## src/rtl/capture_timer.sv

```systemverilog
module capture_timer #(
  parameter int CW       = 16,
  parameter int DIV1_LOG = 2,
  parameter int DIV2_LOG = 4,
  parameter int DIV3_LOG = 6
) (
  input  logic        clk,
  input  logic        rst_n,
  input  logic        ext_clk,
  input  logic        ext_gate,
  input  logic        in_a,
  input  logic        in_b,
  input  logic        bus_wr,
  input  logic        bus_rd,
  input  logic [3:0]  bus_addr,
  input  logic [31:0] bus_wdata,
  output logic [31:0] bus_rdata,
  output logic        irq
);
  localparam logic [3:0] A_CTRL = 4'd0, A_MODE = 4'd1, A_CV = 4'd2, A_RA = 4'd3,
                         A_RB = 4'd4, A_RC = 4'd5, A_ST = 4'd6, A_MSET = 4'd7,
                         A_MCLR = 4'd8, A_MASK = 4'd9;
  localparam int ZW = 32 - CW;

  function automatic logic edge_hit(input logic [1:0] code, input logic r, input logic f);
    return (code[0] & r) | (code[1] & f);
  endfunction

  logic [2:0] a_sh, b_sh, x_sh;
  logic [1:0] g_sh;
  logic [DIV3_LOG-1:0] psc_q;
  logic [14:0] mode_q;
  logic [CW-1:0] cv_q, ra_q, rb_q, rc_q;
  logic [7:0] st_q, mask_q;
  logic clk_en_q, stop_q, ra_seq_q, ra_unread_q, rb_unread_q;

  wire a_rise = a_sh[1] & ~a_sh[2];
  wire a_fall = ~a_sh[1] & a_sh[2];
  wire b_rise = b_sh[1] & ~b_sh[2];
  wire b_fall = ~b_sh[1] & b_sh[2];
  wire x_rise = x_sh[1] & ~x_sh[2];
  wire x_fall = ~x_sh[1] & x_sh[2];

  wire [2:0] clksel   = mode_q[2:0];
  wire       clk_inv  = mode_q[3];
  wire       gate_on  = mode_q[4];
  wire       ldb_stop = mode_q[5];
  wire       ldb_dis  = mode_q[6];
  wire [1:0] trg_edge = mode_q[8:7];
  wire       trg_src_a = mode_q[9];
  wire       rc_trg   = mode_q[10];
  wire [1:0] ra_edge  = mode_q[12:11];
  wire [1:0] rb_edge  = mode_q[14:13];

  wire wr_ctrl = bus_wr && bus_addr == A_CTRL;
  wire sw_en   = wr_ctrl & bus_wdata[0];
  wire sw_dis  = wr_ctrl & bus_wdata[1];
  wire sw_trg  = wr_ctrl & bus_wdata[2];
  wire rd_ra   = bus_rd && bus_addr == A_RA;
  wire rd_rb   = bus_rd && bus_addr == A_RB;
  wire rd_st   = bus_rd && bus_addr == A_ST;
  wire unused_wdata = ^bus_wdata[31:CW];

  logic tick;
  always_comb begin
    case (clksel)
      3'd0:    tick = 1'b1;
      3'd1:    tick = &psc_q[DIV1_LOG-1:0];
      3'd2:    tick = &psc_q[DIV2_LOG-1:0];
      3'd3:    tick = &psc_q[DIV3_LOG-1:0];
      default: tick = clk_inv ? x_fall : x_rise;
    endcase
  end

  wire step    = clk_en_q & ~stop_q & tick & (~gate_on | g_sh[1]);
  wire ext_trg = trg_src_a ? edge_hit(trg_edge, a_rise, a_fall)
                           : edge_hit(trg_edge, b_rise, b_fall);
  wire rc_hit  = step & (cv_q == rc_q);
  wire trig    = sw_trg | ext_trg | (rc_hit & rc_trg);
  wire ld_a    = clk_en_q & ~ra_seq_q & edge_hit(ra_edge, a_rise, a_fall);
  wire ld_b    = clk_en_q &  ra_seq_q & edge_hit(rb_edge, a_rise, a_fall);
  wire ovf     = step & ~trig & (&cv_q);
  wire ovr     = (ld_a & ra_unread_q & ~rd_ra) | (ld_b & rb_unread_q & ~rd_rb);
  wire [7:0] st_set = {ext_trg, ld_b, ld_a, rc_hit, 2'b00, ovr, ovf};

  always_ff @(posedge clk or negedge rst_n) begin
    if (!rst_n) begin
      a_sh <= '0; b_sh <= '0; x_sh <= '0; g_sh <= '0;
      psc_q <= '0; mode_q <= '0; rc_q <= '0; mask_q <= '0;
      cv_q <= '0; ra_q <= '0; rb_q <= '0; st_q <= '0;
      clk_en_q <= 1'b0; stop_q <= 1'b0; ra_seq_q <= 1'b0;
      ra_unread_q <= 1'b0; rb_unread_q <= 1'b0;
    end else begin
      a_sh <= {a_sh[1:0], in_a};
      b_sh <= {b_sh[1:0], in_b};
      x_sh <= {x_sh[1:0], ext_clk};
      g_sh <= {g_sh[0], ext_gate};
      psc_q <= psc_q + 1'b1;
      if (bus_wr && bus_addr == A_MODE) mode_q <= bus_wdata[14:0];
      if (bus_wr && bus_addr == A_RC)   rc_q <= bus_wdata[CW-1:0];
      if (bus_wr && bus_addr == A_MSET) mask_q <= mask_q | bus_wdata[7:0];
      else if (bus_wr && bus_addr == A_MCLR) mask_q <= mask_q & ~bus_wdata[7:0];

      if (trig)      cv_q <= '0;
      else if (step) cv_q <= cv_q + 1'b1;

      if (sw_dis)                clk_en_q <= 1'b0;
      else if (sw_en)            clk_en_q <= 1'b1;
      else if (ld_b && ldb_dis)  clk_en_q <= 1'b0;

      if (trig)                  stop_q <= 1'b0;
      else if (ld_b && ldb_stop) stop_q <= 1'b1;

      if (trig)      ra_seq_q <= 1'b0;
      else if (ld_a) ra_seq_q <= 1'b1;
      else if (ld_b) ra_seq_q <= 1'b0;

      if (ld_a) begin ra_q <= cv_q; ra_unread_q <= 1'b1; end
      else if (rd_ra) ra_unread_q <= 1'b0;
      if (ld_b) begin rb_q <= cv_q; rb_unread_q <= 1'b1; end
      else if (rd_rb) rb_unread_q <= 1'b0;

      st_q <= (rd_st ? 8'h00 : st_q) | st_set;
    end
  end

  always_comb begin
    case (bus_addr)
      A_MODE:  bus_rdata = {17'b0, mode_q};
      A_CV:    bus_rdata = {{ZW{1'b0}}, cv_q};
      A_RA:    bus_rdata = {{ZW{1'b0}}, ra_q};
      A_RB:    bus_rdata = {{ZW{1'b0}}, rb_q};
      A_RC:    bus_rdata = {{ZW{1'b0}}, rc_q};
      A_ST:    bus_rdata = {13'b0, b_sh[1], a_sh[1], clk_en_q, 8'b0, st_q};
      A_MASK:  bus_rdata = {24'b0, mask_q};
      default: bus_rdata = 32'b0;
    endcase
  end

  assign irq = |(st_q & mask_q);

  a_r1_hold_when_off: assert property (@(posedge clk) disable iff (!rst_n)
    (!clk_en_q && !trig) |=> $stable(cv_q));
  a_r3_wrap_flag: assert property (@(posedge clk) disable iff (!rst_n)
    (step && !trig && cv_q == {CW{1'b1}}) |=> (cv_q == '0 && st_q[0]));
  a_r4_rc_restart: assert property (@(posedge clk) disable iff (!rst_n)
    (rc_hit && rc_trg) |=> (cv_q == '0 && st_q[4]));
  a_r5_rb_capture: assert property (@(posedge clk) disable iff (!rst_n)
    ld_b |=> (rb_q == $past(cv_q) && !ra_seq_q && st_q[6]));
  a_r6_overrun: assert property (@(posedge clk) disable iff (!rst_n)
    (ld_a && ra_unread_q && !rd_ra) |=> st_q[1]);
  a_r7_off_on_rb: assert property (@(posedge clk) disable iff (!rst_n)
    (ld_b && ldb_dis && !sw_en) |=> !clk_en_q);
endmodule

```

## config.mk

```make
export PLATFORM = sky130hd
export DESIGN_NAME = capture_timer
export DESIGN_NICKNAME = d
export VERILOG_FILES = /design/src/rtl/capture_timer.sv
export SDC_FILE = /design/constraint.sdc
export NUM_CORES = 1
export LEC_CHECK = 0
export ABC_AREA = 1
export BUFFER_PORTS_ARGS = -buffer_cell sky130_fd_sc_hd__buf_4
export CORE_MARGIN = 4
export CORE_UTILIZATION = 55
export DETAILED_ROUTE_END_ITERATION = 10
export PLACE_DENSITY = 0.88
export SETUP_SLACK_MARGIN = 0.02
export SYNTH_ARGS = -nofsm -noshare
export SYNTH_HDL_FRONTEND = slang
export SYNTH_SLANG_ARGS = --single-unit
```

## constraint.sdc

```tcl
create_clock -name clk -period 1.7 [get_ports clk]
set_clock_uncertainty 0.05 [all_clocks]
set_input_delay 0.255 -clock clk [delete_from_list [all_inputs] [get_ports clk]]
set_output_delay 0.255 -clock clk [all_outputs]
set_load 0.005 [all_outputs]
```

; Word level (Yosys, flattened, before mapping)
; Index checks and enable logic that the tools add are counted.
[word_totals]
register_bits = 117
inputBits = 44
out_inout_bits = 33
[classes]
n_addsub = 2
n_eq_ne = 13
mux = 21
n_bitwise = 57
reduce_logical = 24
[ops]
columns = operator, count
row1 = 19-bit case mux with 7 select lines, 1
row2 = 1-bit AND, 32
row3 = 16-bit 2-to-1 mux, 2
row4 = 8-bit 2-to-1 mux, 3
row5 = 16-bit by 1-bit adder with 16-bit output (second input constant), 1
row6 = 8-bit AND, 2
row7 = 16-bit == test, 1
row8 = 4-bit by 3-bit == test with 1-bit output (second input constant), 4
row9 = 8-bit OR, 2
row10 = 16-bit AND reduction, 1
row11 = 1-bit 2-to-1 mux, 14
row12 = 1-bit inverter, 12
row13 = 1-bit logical AND, 10
row14 = 2-bit nonzero test, 5
row15 = 4-bit by 2-bit == test with 1-bit output (second input constant), 2
row16 = 4-bit == test (second input constant), 2
row17 = 8-bit inverter, 1
row18 = 1-bit OR, 8
row19 = 8-bit OR reduction, 1
row20 = 6-bit by 1-bit adder with 6-bit output (second input constant), 1
row21 = 3-bit by 2-bit == test with 1-bit output (second input constant), 2
row22 = 6-bit AND reduction, 1
row23 = 3-bit nonzero test, 2
row24 = 4-bit by 1-bit == test with 1-bit output (second input constant), 1
row25 = 6 further kinds, 6

; Longest topological paths before layout
[logic_depth]
depth_word = 13
mapped_depth = 12

; Least setup slack after synthesis
; No wires, ideal clock.
[synth_path]
path_type = register -> register
start = register psc_q[0]
end = register cv_q[0]
setup_ps = 118
t_arrival_ps = 1386
path_slack_ps = 145
stages_incl_launch_ff = 10
n_path_buf = 1
path_cell_list = dfrtp_1 > ha_1 > nand3_1 > nand2_1 > nand2_1 > a21oi_2 > nand3_2 > buf_6 > nand4_1 > nand2_1
[synth_between]
elab_chain_len = 8
elab_cells_between_ends = 11
classes_between = 2 x mux / 5 x bitwise / 4 x reduce/logical
[synth_rtl]
columns = item, line_no
row1 = start: declaration, 31  ; logic [DIV3_LOG-1:0] psc_q;
row2 = start signal: assignment, 98  ; psc_q <= psc_q + 1'b1;
row3 = 6-bit AND reduction (tied with other cells), 70  ; 3'd3: tick = &psc_q[DIV3_LOG-1:0];
row4 = 1-bit case mux with 4 select lines *, 66  ; case (clksel)
row5 = 1-bit AND * (2 in a row), 75  ; wire step = clk_en_q & ~stop_q & tick & (~gate_on | g_sh[1]);
row6 = 1-bit AND, 78  ; wire rc_hit = step & (cv_q == rc_q);
row7 = 1-bit AND, 79  ; wire trig = sw_trg | ext_trg | (rc_hit & rc_trg);
row8 = 1-bit OR, 79
row9 = 16-bit 2-to-1 mux or 2-bit nonzero test (tied branches), --
row10 = end signal: assignment, 105  ; else if (step) cv_q <= cv_q + 1'b1;
row11 = end: declaration, 33  ; logic [CW-1:0] cv_q, ra_q, rb_q, rc_q;
; Every way passes the cells marked *; elsewhere a longest branch is shown, timed or not.
; A chain may end at the register's enable or synchronous reset.

; Final worst setup path
[layout_path]
start = register cv_q[6]
end = output port bus_rdata[6]
[layout_between]
elab_chain_len = 1
[layout_rtl]
columns = item, line_no
row1 = 19-bit case mux with 7 select lines, 128  ; case (bus_addr)
row2 = end: declaration, 17  ; output logic [31:0] bus_rdata,
; No other way between the ends.

==> reports/qor.txt <==
Port Buf Inserts = 47
Die Ht = 109.6 um
Top-count cell post-synth = nand2_1
Cells after synthesis = 695
Worst setup SP type = register
Worst-path fanout max = 2
Io pins = 77
Footprint of the multi-input gates = 2895 um2
Min Tclk post-route = 2.054 ns
Clock-pin slew on the worst setup and hold paths = 0.06 ns
Ranking of synthesized cells by area = dfrtp_1, nand2_1, o21ai_0
Register area share after synthesis = 50.72%
Area leader, netlist = dfrtp_1
Mean Syn Cell Area = 8.164 um2
CTS tree = built
Area after DPL = 6499 um2
Site Rows = 36
Pwr dens = 1111 nW/um2
Post-synth top area share = 50.72%
Static Leakage = 4.013 nW
Post-route cell area = 8429 um2
Fin. Hold Viols = 0
Reg2Reg Depth = 10
Number of nets with antenna violations after routing = 0
Data arrival time of the critical path = 1.75 ns
Total placed cells including tap cells = 905
CTS max path bufs = 2
Core area = 9910 um2
Utilization after layout = 85.06%
Worst-case vdd ir drop = 0.8702 mV
Root Buffer Master = clkbuf_8
WL/cell = 21.85 um
Critical R2R Capture = cv_q[15]
Worst Setup SP = cv_q[6]
R2r startpoint = stop_q
Pin count of the biggest net entering global routing = 116
Clock sinks = 115
Area delta synth->final = 48.56%
Worst reg2reg setup slack = -0.23 ns
Chip width = 109.6 um
Sequential cell area = 2887 um2
Hpwl dp = 11320 um
Via density = 6.307
Async set or reset register ratio after synthesis = 100.0%
Worst setup path class = reg2out
Synth Flop Type = dfrtp_1
Overflow after GRT = 0
Final #Nets = 918
GRT Overall Usage = 34.11%
Place WS = -0.1671 ns
Drt pass-1 iters = 6
Ant. Diodes = 0
Sum Neg Setup Slack = -5.942 ns
Fin crit share = 120.8%
RSZ-0062 raised after global routing = yes
EDFF count, synth = 0
Fillers = 469
Final std cells w/o fill = 1017
Max Cap Viol = 0
Vias = 6414
Status = finished, violations left
Max-slew violations = 0
Slew @ Worst Pin = 0.6168 ns
Post-Route WL = 22220 um
Setup crit end = bus_rdata[6]
Violated checks = negative setup slack
Total power = 9.361 mW
Initial antenna violation count = 0
Worst hold-check path type = in2reg
Initial Util = 57.26%
H-tree levels = 4
Hold slack = 0.2298 ns
Num CTS Buffers = 17
Critical Path RT = 1.39 ns
Final number of setup-violating endpoints = 35
First DRT Iteration DRCs = 830
Synth warn = 0
Fraction of layout instances using a drive strength above 1 = 37.90%
CP endpoint kind = output port
Final Worst Setup Slack = -0.3542 ns
Worst skew pair latency = 0.53 ns
Most instantiated cells after synthesis = nand2_1, dfrtp_1, inv_1, o21ai_0, nor2_1
Max Freq = 0.4868 GHz
Die area = 12010 um2
Slew headroom = 58.88%
FF+latch count, synth = 115
Synthesized area = 5674 um2
Drt drc = 0
Routability-driven placement congestion ratio = 0.9272
Vias in the first global route = 6216
Cell variety after synth = 37
First-pass GRT wire length = 30830 um
[worst max-delay path, stage by stage (launching register included)]
cell and delay, ns:
dfrtp_1 0.42, inv_2 0.09, nor2_1 0.06, a221oi_2 0.25, o2111ai_2 0.21, buf_4 0.19
[cell usage in the layout, fill, tap and decap left out, types with 9 or more instances in the layout]
cell | Yosys | routed
conb_1 | 1 | 13
nand3_1 | 22 | 10
nor2_2 | 6 | 19
nand2_1 | 190 | 171
inv_1 | 78 | 59
clkbuf_16 | 0 | 16
dfrtp_1 | 115 | 108
nand2_2 | 4 | 18
inv_2 | 5 | 20
dlygate4sd3_1 | 0 | 22
o21ai_0 | 68 | 64
nor2_1 | 62 | 40
a221oi_2 | 0 | 16
buf_4 | 13 | 122
nor2_4 | 1 | 10
nand3_2 | 1 | 12
buf_6 | 3 | 28
a21oi_1 | 15 | 12
nand4_1 | 12 | 12
o211ai_1 | 9 | 9
[state kept, by name, indices dropped and copies added (netlist names), 2 cells and up, named ones only]
signal and cells:
cv_q 16, ra_q 16, rb_q 16, rc_q 16, mode_q 15, psc_q 6
st_q 6, a_sh 3, b_sh 3, x_sh 3, g_sh 2
[final cells by class]
type,count,share of cell area (%)
tap,133,1.974
timing repair inverter,1,0.07422
timing repair buffer,178,18.64
clock inverter,9,0.9351
clock buffer,22,5.730
inverter,84,4.052
multi-input combinational,475,34.35
sequential,115,34.24
[worst min-delay path by stage]
stage	from	to	slack, ns	depth (start not counted)
2_1_floorplan	rst_n	asynchronous set/reset pin	-0.09	0
3_3_place_gp	b_sh[0]	b_sh[1]	0.28	0
3_5_place_dp	b_sh[0]	b_sh[1]	0.29	0
4_1_cts	bus_wr	clk_en_q	0.22	6
5_1_grt	bus_wr	clk_en_q	0.25	6
6_report	bus_wr	clk_en_q	0.23	6
[layer usage]
metal  wire, um  part of all wire [%]  GRT usage [%]  vias up
li1           -                     -              -     2607
met1       7539                    34          40.05     3052
met2      10590                    48          57.11      572
met3       2415                    11          8.221      183
met4       1677                   7.5          19.59        0
met5          0                     0              0        -
[where the power goes]
group / internal [mW] / leakage, nW / switching, mW
sequential: 3.11 / 1.45 / 0.367
clock: 2.11 / 0.278 / 1.31
combinational: 1.06 / 2.28 / 1.41
[logic make-up (layout without fill, tap and decap cells)]
logic type               after synthesis  in the layout  synth area share, %
AO/OA/AOI/OAI                        128            128                13.49
XOR/XNOR                              16             16                2.470
adder cells (fa/ha/maj)                2              2               0.4409
buffers and inverters                118            294                9.217
flip-flops                           115            115                50.72
multiplexers                           3              3               0.5953
other                                  1             13              0.06609
AND/OR/NAND/NOR                      312            313                23.00
[what timing repair did]
action	in CTS	in global routing
hold buffers	22	0
setup buffers	46	20
pin swaps	39	66
gates cloned	0	2
hold endpoints to repair	155	0
resized for setup	90	102
endpoints found under the setup margin	35	57
Note: power is estimated with default switching activity, not from simulation.
